### src/rtl/refsched_pkg.sv
package refsched_pkg;
  typedef enum logic {
    KIND_ALL  = 1'b0,
    KIND_BANK = 1'b1
  } ref_kind_e;

  function automatic int unsigned clog2_min1(int unsigned v);
    return (v <= 1) ? 1 : $clog2(v);
  endfunction
endpackage

### src/rtl/refsched_timer.sv
module refsched_timer #(
  parameter int TIMER_W = 16,
  parameter int SHIFT   = 3
) (
  input  logic               clk,
  input  logic               rst_n,
  input  logic [TIMER_W-1:0] interval,
  input  logic               per_bank_en,
  input  logic               auto_off,
  input  logic               hold,
  output logic               tick
);
  logic [TIMER_W-1:0] cnt_q;
  logic [TIMER_W-1:0] raw_period;
  logic [TIMER_W-1:0] period;
  logic               run;
  logic               at_end;

  always_comb begin
    raw_period = per_bank_en ? (interval >> SHIFT) : interval;
    period     = (raw_period == '0) ? TIMER_W'(1) : raw_period;
  end

  assign run    = !auto_off && !hold;
  assign at_end = (cnt_q >= period - TIMER_W'(1));
  assign tick   = run && at_end;

  always_ff @(posedge clk) begin
    if (!rst_n || auto_off) begin
      cnt_q <= '0;
    end else if (run) begin
      if (at_end) cnt_q <= '0;
      else        cnt_q <= cnt_q + TIMER_W'(1);
    end
  end
endmodule

### src/rtl/refsched_pending.sv
module refsched_pending #(
  parameter int PEND_MAX = 8,
  parameter int PEND_W   = 4
) (
  input  logic clk,
  input  logic rst_n,
  input  logic hold,
  input  logic tick,
  input  logic sw_refresh,
  input  logic grant,
  output logic nonzero
);
  localparam int SUM_W = PEND_W + 2;

  logic [PEND_W-1:0] pend_q;
  logic [SUM_W-1:0]  sum;

  always_comb begin
    sum = SUM_W'(pend_q) + SUM_W'(tick) + SUM_W'(sw_refresh) - SUM_W'(grant);
  end

  always_ff @(posedge clk) begin
    if (!rst_n) begin
      pend_q <= '0;
    end else if (!hold) begin
      if (sum > SUM_W'(PEND_MAX)) pend_q <= PEND_W'(PEND_MAX);
      else                        pend_q <= sum[PEND_W-1:0];
    end
  end

  assign nonzero = (pend_q != '0);
endmodule

### src/rtl/refsched_bank_step.sv
module refsched_bank_step #(
  parameter int BANKS  = 8,
  parameter int BANK_W = 3
) (
  input  logic              clk,
  input  logic              rst_n,
  input  logic              per_bank_en,
  input  logic              grant,
  output logic [BANK_W-1:0] bank
);
  logic [BANK_W-1:0] ptr_q;

  always_ff @(posedge clk) begin
    if (!rst_n) begin
      ptr_q <= '0;
    end else if (grant && per_bank_en) begin
      if (ptr_q == BANK_W'(BANKS - 1)) ptr_q <= '0;
      else                             ptr_q <= ptr_q + BANK_W'(1);
    end
  end

  assign bank = per_bank_en ? ptr_q : '0;
endmodule

### src/rtl/dram_refresh_scheduler.sv
module dram_refresh_scheduler
  import refsched_pkg::*;
#(
  parameter int TIMER_W  = 16,
  parameter int BANKS    = 8,
  parameter int PEND_MAX = 8,
  localparam int BANK_W  = clog2_min1(BANKS),
  localparam int PEND_W  = $clog2(PEND_MAX + 1)
) (
  input  logic               clk,
  input  logic               rst_n,
  input  logic [TIMER_W-1:0] interval,
  input  logic               auto_off,
  input  logic               per_bank_en,
  input  logic               sw_refresh,
  input  logic               hold,
  output logic               ref_valid,
  input  logic               ref_ready,
  output logic [BANK_W-1:0]  ref_bank,
  output logic               ref_per_bank
);
  localparam int SHIFT = $clog2(BANKS);

  logic      tick;
  logic      pending;
  logic      grant;
  ref_kind_e kind;

  assign grant = ref_valid && ref_ready;

  refsched_timer #(.TIMER_W(TIMER_W), .SHIFT(SHIFT)) u_timer (
    .clk(clk), .rst_n(rst_n), .interval(interval), .per_bank_en(per_bank_en),
    .auto_off(auto_off), .hold(hold), .tick(tick)
  );

  refsched_pending #(.PEND_MAX(PEND_MAX), .PEND_W(PEND_W)) u_pend (
    .clk(clk), .rst_n(rst_n), .hold(hold), .tick(tick),
    .sw_refresh(sw_refresh), .grant(grant), .nonzero(pending)
  );

  refsched_bank_step #(.BANKS(BANKS), .BANK_W(BANK_W)) u_bank (
    .clk(clk), .rst_n(rst_n), .per_bank_en(per_bank_en), .grant(grant),
    .bank(ref_bank)
  );

  assign kind         = per_bank_en ? KIND_BANK : KIND_ALL;
  assign ref_per_bank = (kind == KIND_BANK);
  assign ref_valid    = pending && !hold;
endmodule

### config.mk
export PLATFORM = sky130hd
export DESIGN_NAME = dram_refresh_scheduler
export DESIGN_NICKNAME = d
export VERILOG_FILES = /design/src/rtl/refsched_pkg.sv /design/src/rtl/refsched_timer.sv /design/src/rtl/refsched_pending.sv /design/src/rtl/refsched_bank_step.sv /design/src/rtl/dram_refresh_scheduler.sv
export SDC_FILE = /design/constraint.sdc
export NUM_CORES = 1
export LEC_CHECK = 0
export ABC_AREA = 1
export BUFFER_PORTS_ARGS = -buffer_cell sky130_fd_sc_hd__buf_4
export CAP_MARGIN = 20
export CORE_MARGIN = 2
export CORE_UTILIZATION = 35
export DETAILED_ROUTE_END_ITERATION = 12
export GPL_ROUTABILITY_DRIVEN = 0
export GPL_TIMING_DRIVEN = 1
export PLACE_DENSITY_LB_ADDON = 0.12
export SETUP_SLACK_MARGIN = 0.05
export SKIP_LAST_GASP = 1
export SLEW_MARGIN = 20
export SYNTH_ARGS = -nofsm -noshare
export SYNTH_HDL_FRONTEND = slang
export SYNTH_HIERARCHICAL = 1
export SYNTH_SLANG_ARGS = --single-unit
### constraint.sdc
create_clock -name clk -period 12.3 [get_ports clk]
set_clock_uncertainty 0.1 [all_clocks]
set_input_delay 1.845 -clock clk [delete_from_list [all_inputs] [get_ports clk]]
set_output_delay 1.845 -clock clk [all_outputs]
set_load 0.01 [all_outputs]
### Yosys cells after proc, flatten, opt, wreduce, memory -nomap -nowiden

Index checks and enable logic that the tools add are counted.

| storage, ports and cells | value |
|---|---|
| register bits | 23 |
| input port bits | 23 |
| output and inout port bits | 5 |
| word-level logic and storage cells | 30 |

| cells by class | value |
|---|---|
| add/sub/neg operators | 6 |
| $lt $le $gt $ge | 2 |
| equal/unequal tests | 1 |
| muxes and demuxes | 7 |
| reductions and logical operators | 11 |

Operators with widths:

| kind | count |
|---|---|
| $mux 16 | 3 |
| $add 16x1->16 const B | 1 |
| $ge 16x16->1 | 1 |
| $logic_not 16->1 | 1 |
| $sub 16x1->16 const B | 1 |
| $add 6x1->6 | 1 |
| $gt 6x4->1 const B | 1 |
| $mux 3 | 2 |
| $sub 6x1->6 | 1 |
| $add 4x1->5 | 1 |
| $logic_and 1x1->1 | 5 |
| $mux 4 | 1 |
| $reduce_bool 4->1 | 1 |
| $add 3x1->3 const B | 1 |
| $eq 3x3->1 const B | 1 |
| $logic_not 1->1 | 3 |
| $logic_or 1x1->1 | 1 |
| $mux 1 | 1 |

### Longest topological paths before layout

| depth | value |
|---|---|
| word-level depth | 11 |
| mapped depth | 39 |
| depth with buffers taken out | 37 |

### Cells and area by module

The synthesis kept the hierarchy.

By module, submodules not included:

| module | instances | cells an instance | area each (µm²) | seq. area each (µm²) |
|---|---|---|---|---|
| refsched_timer | 1 | 294 | 1,818.0 | 320.3 |
| refsched_pending | 1 | 59 | 404.1 | 80.1 |
| refsched_bank_step | 1 | 28 | 173.9 | 60.1 |
| dram_refresh_scheduler | 1 | 6 | 31.3 | 0.0 |

### Worst setup path before layout

Ideal clock, no wire load.

| timing | value |
|---|---|
| path type | input to register |
| start point | input port per_bank_en |
| end point | register u_pend.pend_q[0] |
| setup time | 70 ps |
| data arrival time | 5,874 ps |
| required time | 12,130 ps |
| slack | 6,257 ps |
| cell stages on the path | 31 |
| path buffers | 1 |
| cells stage by stage | buf_6 -> o21ai_0 -> nor2_1 -> nand2_1 -> nor2_2 -> nand2_2 -> nand2_2 -> inv_2 -> ha_1 -> nand4_4 -> nor2_2 -> nand2_1 -> xor2_1 -> inv_1 -> ha_1 -> nand2_1 -> nor3_1 -> nand3_1 -> nand3_1 -> nand2_1 -> inv_1 -> inv_1 -> ha_1 -> fa_1 -> inv_1 -> fa_1 -> nor2_1 -> nand2_1 -> nand3_1 -> nand3_1 -> a21oi_1 |

| between the ends | value |
|---|---|
| longest elaborated chain between the ends | 11 |

Ends and longest elaborated chain:

| item | RTL line | source |
|---|---|---|
| from (decl) | dram_refresh_scheduler.sv:14 | `input logic per_bank_en,` |
| $mux 16 * | refsched_timer.sv:20 | `raw_period = per_bank_en ? (interval >> SHIFT) : interval;` |
| $logic_not 16->1 | refsched_timer.sv:21 | `period = (raw_period == '0) ? TIMER_W'(1) : raw_period;` |
| $mux 16 * | refsched_timer.sv:21 |  |
| $sub 16x1->16 * | refsched_timer.sv:25 | `assign at_end = (cnt_q >= period - TIMER_W'(1));` |
| $ge 16x16->1 * | refsched_timer.sv:25 |  |
| $logic_and 1x1->1 * | refsched_timer.sv:26 | `assign tick = run && at_end;` |
| named net tick | dram_refresh_scheduler.sv:24 | `logic tick;` |
| $add 4x1->5 * | refsched_pending.sv:19 | `sum = SUM_W'(pend_q) + SUM_W'(tick) + SUM_W'(sw_refresh) - SUM_W'(grant);` |
| $add 6x1->6 * | refsched_pending.sv:19 |  |
| $sub 6x1->6 * | refsched_pending.sv:19 |  |
| $gt 6x4->1 | refsched_pending.sv:26 | `if (sum > SUM_W'(PEND_MAX)) pend_q <= PEND_W'(PEND_MAX);` |
| $mux 4 * | refsched_pending.sv:26 |  |
| to (signal assigned) | refsched_pending.sv:26 |  |
| to (signal assigned) | refsched_pending.sv:27 | `else pend_q <= sum[PEND_W-1:0];` |
| to (decl) | refsched_pending.sv:15 | `logic [PEND_W-1:0] pend_q;` |

The timed path passes the listed nets; every way through them passes the cells marked *.
A chain may end at the register's enable or synchronous reset.

### Final worst setup path

| timing | value |
|---|---|
| start point | input port per_bank_en |
| end point | register u_pend.pend_q[2] |

Same word-level chain as after synthesis.

==> summary.md <==
| Metric | Value |
|---|---|
| Status | complete, no violations |
| Startpoint types | input port |
| Busiest grt layer | met2 |
| Syn_nets | ~440 |
| Layout cells sized above 1 | between 10 and 15% |
| Setup TNS | 0 ns |
| Initial Utilization | between 30% and 40% |
| Hold WC Path Type | flop to flop |
| Post-Syn Area per Cell | around 6.3 µm² |
| Reg area | about 460 µm² |
| Post-route DRC | 0 |
| Post-synth EDFFs | 0 |
| Critical Setup Path Class | input port to flop |
| Layout Cells excl Fill | 493 |
| WP buf/inv | 7 |
| HPWL Detailed | between 4000 and 5000 µm |
| All-Layer GR Usage | between 10 and 15% |
| Top cell type's share of synthesized area | between 10% and 20% |
| FF-to-FF Start | u_timer/cnt_q[11]$_SDFFE_PP0P_ |
| Slowest CP cell | fa_1 |
| Hold path startpoint | u_timer/cnt_q[15]$_SDFFE_PP0P_ |
| GRT met1 Usage | 20.1% |
| Initial antenna violation count | 0 |
| Synth Instances | about 390 |
| Post-CTS sizing | 0 |
| Fin crit share | 51.7% |
| Worst R2R Setup Slack | between 8 and 9 ns |
| Ys Warns | 6 |
| Largest area contributor in the netlist | dfxtp_1 |
| DRT iter0 DRCs | ~170 |
| Unique masters post-synth | 35 |
| CTS tree | done |
| Synthesized area | roughly 2400 µm² |
| Top_reg_cell synth | dfxtp_1 |
| Vias in the first global route | about 2100 |
| Most frequent cells in the layout | nand2_1, nor2_1, inv_1, buf_4, ha_1 |
| Drt via density | roughly 4.7 |
| Hold_buf cts | 0 |
| CTS Buf Count | 3 |
| Worst slew margin | around 68% |
| Row cnt | 30 |
| Die Span Y | ~87 µm |
| Wirelength, routed | 5420 µm |
| Top Ports | 28 |
| Total power | around 200 µW |
| Cells taking the most area after synthesis | dfxtp_1, nand2_1, ha_1 |
| Worst Tran Pin Value | 0.482 ns |
| # H-tree levels | 1 |
| Drt wl/cell | around 11 µm |
| Input/output buffers | 27 |
| Maximum number of pins on one net before global-route repair | 24 |
| Unrepaired setup endpoints after global routing | false |
| VDD IR max | about 0.000032 V |
| Horiz. Die Dim | between 80 and 90 µm |
| F_max | roughly 160 MHz |
| Clk sinks | 23 |
| Final ANT Viol Nets | 0 |
| Worst setup EP type | flop |
| Area of the multi-input gates | approximately 1700 µm² |
| Most common cell after layout, fill and taps aside | nand2_1 |
| FILL cells | between 700 and 800 |
| CP arrival | ~6.5 ns |
| Pwr per Cell Area | 72.1 nW/µm² |
| Yosys reg bits | 23 |
| Cell Count Post-Placement | ~500 |
| Die ar. | ~7600 µm² |
| Setup-failing EPs final | 0 |
| NumNets Final | between 400 and 500 |
| Max Cap Viol | 0 |
| Fin. Hold Viols | 0 |
| Worst path top cell family by delay | simple AND/OR/NAND/NOR gates |
| Clock buffer depth | 2 |
| Grt total ovfl | 0 |
| Clock insertion delay at the later pin of the skew report | about 0.27 ns |
| Postcts setup bufs | 0 |
| DR vias | approximately 2300 |
| Worst-path fanout max | 23 |
| Root Buffer | clkbuf_8 |
| Worst path most repeated cell | nand2_1 |
| CP required | 12.41 ns |
| Clock-pin transition on the worst setup and hold timing paths | approximately 0.09 ns |
| P_leak | ~1.4 nW |
| Worst Setup SP | per_bank_en |
| DRT Pass-1 Iters | 4 |
| Minimum clock period | 6.36 ns |
| Async S/R FF share, synth | 0% |
| Seq/Total Area, Yosys | between 10% and 20% |
| Core area | between 6000 and 7000 µm² |
| First-pass GRT wire length | about 9300 µm |
| Ant. Diodes | 0 |
| Slowest stage delay, CP | approximately 0.43 ns |
| Met2 capacity usage during global routing | between 20% and 30% |
| Max Slew Vio Count | 0 |
| Syn-to-layout area delta | 12.6% |
| Met3 Track Usage GR | between 2 and 3% |
## area by class of cell
class | count | share of cell area (%)
tap | 80 | 3.66
inverter | 62 | 8.70
timing repair buffer | 27 | 7.41
multi-input combinational | 297 | 61.7
clock buffer | 3 | 1.51
sequential | 23 | 16.8
clock inverter | 1 | 0.183
## cells in the mapped netlist (2+ instances only)
master   instances
inv_2            2
xnor2_1          6
xor2_1          13
a21oi_1         13
nor2_4           2
nand2_1        104
inv_1           58
nor2_2           4
nor3_2           2
nand3_1         18
nand4_1         13
nor2_1          60
nor3_1           3
nand2_2         11
o21ai_0          8
fa_1             2
buf_4            2
buf_6            2
dfxtp_1         23
ha_1            26
## cells by family after synthesis
| logic type | synth area share [%] |
|---|---|
| XOR/XNOR | 6.86 |
| AO/OA/AOI/OAI | 6.13 |
| buffers and inverters | 11.5 |
| AND/OR/NAND/NOR | 41.0 |
| adder cells (fa/ha/maj) | 15.1 |
| multiplexers | 0.412 |
| flip-flops | 19.0 |
## per-layer routing
layer / vias to the layer above / part of all wire, %
met2: 42 / 46
met5: - / 0
met3: 6 / 3.4
li1: 1259 / -
met4: 0 / 0.72
met1: 1016 / 49
## where the power goes
group | switching [mW] | internal (mW) | total, mW
clock network | 0.0260 | 0.0227 | 0.0486
registers | 0.00166 | 0.0764 | 0.0781
logic | 0.0438 | 0.0265 | 0.0703
total | 0.0714 | 0.126 | 0.197
## tightest hold or removal path: cells and delay by family, from the launching register on
| family | cells | cell delay [ns] |
|---|---|---|
| buf+inv | 1 | 0.05 |
| flops | 1 | 0.33 |
| simple gates | 3 | 0.12 |
## state kept, by name (all words and copies together), names as in the netlist
signal and cells:
u_pend/pend_q 4, u_bank/ptr_q 3, u_timer/cnt_q 16
## through the flow
step	worst slack, ns	hold WS, ns	instance area (µm²)	utilization (%)
floorplan	6.26	0.403	2430	-
global placement	5.71	0.428	2690	39.8
detailed placement	5.64	0.438	2690	39.8
CTS	5.92	0.450	2730	40.5
global route	5.27	0.472	2730	40.5
finish	5.94	0.441	2730	40.5
## worst paths after layout
path                                         end  cells past startpoint
setup / recovery   u_pend/pend_q[2]$_SDFFE_PN0N_                     33
hold / removal    u_timer/cnt_q[15]$_SDFFE_PP0P_                      4
setup reg to reg   u_pend/pend_q[2]$_SDFFE_PN0N_                     17
hold reg to reg   u_timer/cnt_q[15]$_SDFFE_PP0P_                      4
Note: power is estimated with default switching activity, not from simulation.
